--- src/rtl/psw_pkg.sv ---
package psw_pkg;
  localparam int STATUS_W = 8;

  typedef struct packed {
    logic hc;
    logic c;
    logic tpnd;
    logic enti;
    logic ipnd;
    logic busy;
    logic eni;
    logic gie;
  } status_t;
endpackage

--- src/rtl/psw_edge_sync.sv ---
module psw_edge_sync #(
  parameter int STAGES = 2
) (
  input  logic clk,
  input  logic rst_n,
  input  logic pin,
  input  logic falling,
  output logic edge_hit
);
  logic [STAGES-1:0] sync_q;
  logic              prev_q;
  logic              cur;

  generate
    if (STAGES == 1) begin : g_one
      always_ff @(posedge clk) begin
        if (!rst_n) sync_q <= '0;
        else        sync_q <= pin;
      end
    end else begin : g_many
      always_ff @(posedge clk) begin
        if (!rst_n) sync_q <= '0;
        else        sync_q <= {sync_q[STAGES-2:0], pin};
      end
    end
  endgenerate

  assign cur = sync_q[STAGES-1];

  always_ff @(posedge clk) begin
    if (!rst_n) prev_q <= 1'b0;
    else        prev_q <= cur;
  end

  assign edge_hit = falling ? (prev_q & ~cur) : (~prev_q & cur);

  // An edge requires that the synchronized level changed since the last cycle
  assert_edge_is_change_R5: assert property (@(posedge clk) disable iff (!rst_n)
    edge_hit |-> (prev_q != cur));
endmodule

--- src/rtl/psw_irq_gate.sv ---
module psw_irq_gate (
  input  logic clk,
  input  logic rst_n,
  input  logic gie,
  input  logic ipnd,
  input  logic eni,
  input  logic tpnd,
  input  logic enti,
  input  logic instr_start,
  output logic take,
  output logic irq_req
);
  logic qualified;

  assign qualified = gie & ((ipnd & eni) | (tpnd & enti));
  assign take      = instr_start & qualified;

  always_ff @(posedge clk) begin
    if (!rst_n) irq_req <= 1'b0;
    else        irq_req <= take;
  end

  assert_req_needs_boundary_R8: assert property (@(posedge clk) disable iff (!rst_n)
    irq_req |-> $past(instr_start) && $past(gie));
  assert_req_is_pulse_R8: assert property (@(posedge clk) disable iff (!rst_n)
    irq_req |=> !irq_req || $past(instr_start));
endmodule

--- src/rtl/psw_status_reg.sv ---
module psw_status_reg #(
  parameter int SYNC_STAGES = 2
) (
  input  logic       clk,
  input  logic       rst_n,
  input  logic       ext_pin,
  input  logic       edge_pol,
  input  logic       tmr_event,
  input  logic       shift_busy,
  input  logic       wr_en,
  input  logic [7:0] wr_data,
  output logic [7:0] rd_data,
  input  logic       carry_set,
  input  logic       carry_clr,
  input  logic       gie_set,
  input  logic       gie_clr,
  input  logic       ret_irq,
  input  logic       instr_start,
  output logic       irq_req
);
  import psw_pkg::*;

  status_t wr_s;
  status_t rd_s;
  logic hc_q, c_q, tpnd_q, enti_q, ipnd_q, eni_q, gie_q;
  logic ext_hit;
  logic take;

  assign wr_s = status_t'(wr_data);

  psw_edge_sync #(.STAGES(SYNC_STAGES)) i_edge (
    .clk      (clk),
    .rst_n    (rst_n),
    .pin      (ext_pin),
    .falling  (edge_pol),
    .edge_hit (ext_hit)
  );

  psw_irq_gate i_gate (
    .clk         (clk),
    .rst_n       (rst_n),
    .gie         (gie_q),
    .ipnd        (ipnd_q),
    .eni         (eni_q),
    .tpnd        (tpnd_q),
    .enti        (enti_q),
    .instr_start (instr_start),
    .take        (take),
    .irq_req     (irq_req)
  );

  // Carry pair: dedicated strobes override CPU write
  always_ff @(posedge clk) begin
    if (!rst_n) begin
      hc_q <= 1'b0;
      c_q  <= 1'b0;
    end else if (carry_set) begin
      hc_q <= 1'b1;
      c_q  <= 1'b1;
    end else if (carry_clr) begin
      hc_q <= 1'b0;
      c_q  <= 1'b0;
    end else if (wr_en) begin
      hc_q <= wr_s.hc;
      c_q  <= wr_s.c;
    end
  end

  // Pending flags: an event beats a clearing write
  always_ff @(posedge clk) begin
    if (!rst_n) begin
      tpnd_q <= 1'b0;
      ipnd_q <= 1'b0;
    end else begin
      if (tmr_event)  tpnd_q <= 1'b1;
      else if (wr_en) tpnd_q <= wr_s.tpnd;
      if (ext_hit)    ipnd_q <= 1'b1;
      else if (wr_en) ipnd_q <= wr_s.ipnd;
    end
  end

  // Enables: written only by the CPU
  always_ff @(posedge clk) begin
    if (!rst_n) begin
      enti_q <= 1'b0;
      eni_q  <= 1'b0;
    end else if (wr_en) begin
      enti_q <= wr_s.enti;
      eni_q  <= wr_s.eni;
    end
  end

  // Global enable: taking an interrupt has top priority
  always_ff @(posedge clk) begin
    if (!rst_n)                  gie_q <= 1'b0;
    else if (take)               gie_q <= 1'b0;
    else if (ret_irq || gie_set) gie_q <= 1'b1;
    else if (gie_clr)            gie_q <= 1'b0;
    else if (wr_en)              gie_q <= wr_s.gie;
  end

  always_comb begin
    rd_s.hc   = hc_q;
    rd_s.c    = c_q;
    rd_s.tpnd = tpnd_q;
    rd_s.enti = enti_q;
    rd_s.ipnd = ipnd_q;
    rd_s.busy = shift_busy;
    rd_s.eni  = eni_q;
    rd_s.gie  = gie_q;
    rd_data   = rd_s;
  end

  always_comb begin
    if (rst_n && wr_en && wr_s.busy && !shift_busy)
      assert_busy_not_writable_R3: assert (!rd_data[2]);
  end

  assert_carry_set_pair_R4: assert property (@(posedge clk) disable iff (!rst_n)
    carry_set |=> hc_q && c_q);
  assert_tmr_sets_tpnd_R6: assert property (@(posedge clk) disable iff (!rst_n)
    tmr_event |=> tpnd_q);
  assert_pend_holds_R7: assert property (@(posedge clk) disable iff (!rst_n)
    (!wr_en && ipnd_q) |=> ipnd_q);
  assert_take_clears_gie_R9: assert property (@(posedge clk) disable iff (!rst_n)
    irq_req |-> !gie_q);
endmodule

--- config.mk ---
export PLATFORM = sky130hd
export DESIGN_NAME = psw_status_reg
export DESIGN_NICKNAME = d
export VERILOG_FILES = /design/src/rtl/psw_pkg.sv /design/src/rtl/psw_edge_sync.sv /design/src/rtl/psw_irq_gate.sv /design/src/rtl/psw_status_reg.sv
export SDC_FILE = /design/constraint.sdc
export NUM_CORES = 1
export LEC_CHECK = 0
export BUFFER_PORTS_ARGS = -buffer_cell sky130_fd_sc_hd__buf_2
export CAP_MARGIN = 0
export CORE_AREA = 2 2 39 41
export CTS_CLUSTER_DIAMETER = 30
export DETAILED_ROUTE_END_ITERATION = 12
export DIE_AREA = 0 0 41 43
export PLACE_DENSITY_LB_ADDON = 0.1
export RECOVER_POWER = 50
export SYNTH_ARGS = -nofsm -noshare
export SYNTH_HDL_FRONTEND = slang
export SYNTH_SLANG_ARGS = --single-unit
--- constraint.sdc ---
create_clock -name clk -period 1.5 [get_ports clk]
set_input_delay 0 -clock clk [delete_from_list [all_inputs] [get_ports clk]]
set_output_delay 0 -clock clk [all_outputs]
set_load 0.02 [all_outputs]
==> impl_metrics.tcl <==
set metrics [dict create \
    post_synth_main_area_contributors "dfxtp_1 (46%), mux2i_1 (13%), buf_4 (13%), nor2_1 (6.3%), and2_1 (3.9%)" \
    cpMaxStageDelayCell "dlygate4sd3_1" \
    synth_adder_area_share_pct 0 \
    synth_top_family_by_area "buffers and inverters" \
    hold_class "in2out" \
    synth-compound-area-share_pct 9.97 \
    register_area_sq_um 220 \
    crit_required_ns 1.66 \
    ys.flop_type "dfxtp_1" \
    antenna_cells 0 \
    syn_avg_cell_area_sq_um 9.93 \
    design.core.area_sq_um 1380 \
    yosysMostFrequentCell "dfxtp_1" \
    clock_latency_ns 0.27 \
    ant_nets 0 \
    core.rowCount 14 \
    worstPathArrival_ns 1.59 \
    clockBufferDepth 2 \
    grt-ovfl-total 0 \
    crit_type "reg2reg" \
    cts_tree "done" \
    period_needed_ns 1.44 \
    end_kind "flip-flop" \
    grt_pass1_wl_microns 1440 \
    netlist_top_cells_count "dfxtp_1 (11), buf_4 (8), nor2_1 (8), mux2i_1 (6), and2_1 (3)" \
    status "finished clean" \
    numCtsBuffers 3 \
    total_leakage_power_nw 0.334 \
    netlist_area_sq_um 477 \
    synth_mux_area_share_pct 12.6 \
    max-cap-violations 0 \
    tns_ns 0 \
    powerDensity_nw_per_um2 938 \
    netlist_instances 48 \
    crit_chain "mux2i_1, nor2_1, o311a_1, dlygate4sd3_1" \
    multi_input_area_sq_um 186 \
    synth_xor_xnor_area_share_pct 0 \
    fin_skew_ns 0.000919 \
    wire_per_inst_microns 10.1 \
    gp_congestion 0.591 \
    clk_pin_slew_ns 0.07 \
    hold_ws_ns 0.000245 \
    numPortBuffers 26 \
    yosysTopAreaCell "dfxtp_1" \
    syn_nets 69 \
    htreeDepth 1 \
    period_share_pct 95.7 \
    ir_worst_vdd_mv 0.501 \
    synth.distinct_cells 16 \
    cpPeakStageDelay_ns 0.54 \
    fillCellCount 145 \
    grt_max_degree 9 \
    antenna_found_initial 0 \
    start_kind "flip-flop" \
    synth_top_area_share_pct 46.2 \
    initial_utilization_pct 34.4 \
    yosysSeqAreaShare_pct 46.2 \
    worst_pin_slew_ns 0.249 \
    wirelength_microns 949 \
    slew_viol_final 0 \
    cp_top_family "buffers and inverters" \
    first_iter_violations 0 \
    drt-pass1-iter-count 1 \
    rsz0062_at_grt "no" \
    die_area_sq_um 1760 \
    yosysWarnings 0 \
    cts.sink_count 11 \
    syn_to_final_growth_pct 41.5 \
    clockRootBuffer "clkbuf_4" \
    track_usage_pct 12.8 \
    vias 413 \
    relSlewSlack_pct 83.4 \
    fmax_mhz 696 \
    postSynth.asyncResetShare_pct 0 \
    io-pin-count 30 \
    synth_edf_count 0 \
    finalSetupViolCount 0 \
    die_y_microns 43 \
    ys_seq_elements 11 \
    grt_pass1_vias 367 \
    crit_fanout 3 \
    nets 100 \
    report.final.hold_viol_count 0 \
    vias_per_cell 4.39 \
    drive_gt1_share_pct 37.2 \
    die_w_microns 41 \
    drcViolationCount 0 \
    critical_path_buf_inv_count 1 \
    synth-simple-area-share_pct 15.5 \
]
what timing repair did:
action,4_1_cts,5_1_grt
setup buffers,0,0
hold endpoints to repair,8,0
gates resized for setup,0,1
hold buffers,9,0
endpoints found under the setup margin,0,1
stage by stage:
step | power (mW) | instance area [sq um] | utilization, % | std cells | worst slack (ns)
global placement | 0.416 | 556 | 40.1 | 81 | 0.615
finish | 0.633 | 674 | 48.7 | 94 | 0.0642
CTS | 0.645 | 672 | 48.6 | 94 | 0.0627
global route | 0.666 | 674 | 48.7 | 94 | 0.0211
detailed placement | 0.418 | 556 | 40.1 | 81 | 0.598
floorplan | 0.397 | 477 | - | 48 | 0.660
cell usage in the layout, fill, tap and decap left out:
master / synthesis / final
nand2_1: 1 / 1
a211oi_2: 0 / 1
a31oi_1: 1 / 1
and2_1: 3 / 3
clkbuf_1: 0 / 3
o21a_1: 2 / 2
mux2i_1: 6 / 6
nand3b_1: 1 / 1
nand3_1: 1 / 1
o311a_1: 1 / 1
a22o_1: 1 / 1
inv_1: 1 / 1
clkbuf_4: 0 / 3
and2b_2: 1 / 1
dlygate4sd3_1: 0 / 9
dfxtp_1: 11 / 11
nor2_1: 8 / 8
buf_2: 0 / 24
logic make-up after synthesis:
| family | count (synthesis) |
|---|---|
| AND/OR/NAND/NOR | 15 |
| flip-flops | 11 |
| buffers and inverters | 10 |
| multiplexers | 6 |
| AO/OA/AOI/OAI | 6 |
power breakdown:
part	total [mW]	switching (mW)	internal [mW]
Clock	0.203	0.100	0.103
Combinational	0.112	0.0499	0.0618
Sequential	0.318	0.00904	0.309
state kept, by name, summed over array words and instances (netlist names):
name / flops
tpnd_q: 1
hc_q: 1
gie_q: 1
i_gate.irq_req: 1
i_edge.prev_q: 1
c_q: 1
ipnd_q: 1
eni_q: 1
i_edge.sync_q: 2
enti_q: 1
worst paths after layout:
path | startpoint | to | slack (ns) | cells after the start
worst min-delay path | shift_busy | rd_data[2] | 0.0002 | 0
worst max register to register | gie_q | gie_q | 0.06 | 4
worst max-delay path | gie_q | gie_q | 0.06 | 4
worst min register to register | i_edge.sync_q[0] | i_edge.sync_q[1] | 0.44 | 1
cell type report:
cell class / count / share of cell area, %
Clock buffer: 4 / 3.90
Inverter: 1 / 0.557
Multi-Input combinational cell: 27 / 27.6
Sequential cell: 11 / 32.7
Tap cell: 16 / 2.97
Timing Repair Buffer: 35 / 32.3
per-layer routing:
metal	part of all wire [%]	vias up	routed length [microns]	global-route usage, %
met1	43	182	405	14.2
met4	0	0	0	10.0
met3	8.3	0	79	3.14
met2	49	18	465	19.4
met5	0	-	0	0
li1	-	213	-	-
worst reg2reg max path: cells and delay by family, from the launching register on:
kind | cells | cell delay, ns
compound gates | 1 | 0.27
mux | 1 | 0.13
flops | 1 | 0.32
buf+inv | 1 | 0.54
simple gates | 1 | 0.06
(Power assumes the default switching activity.)
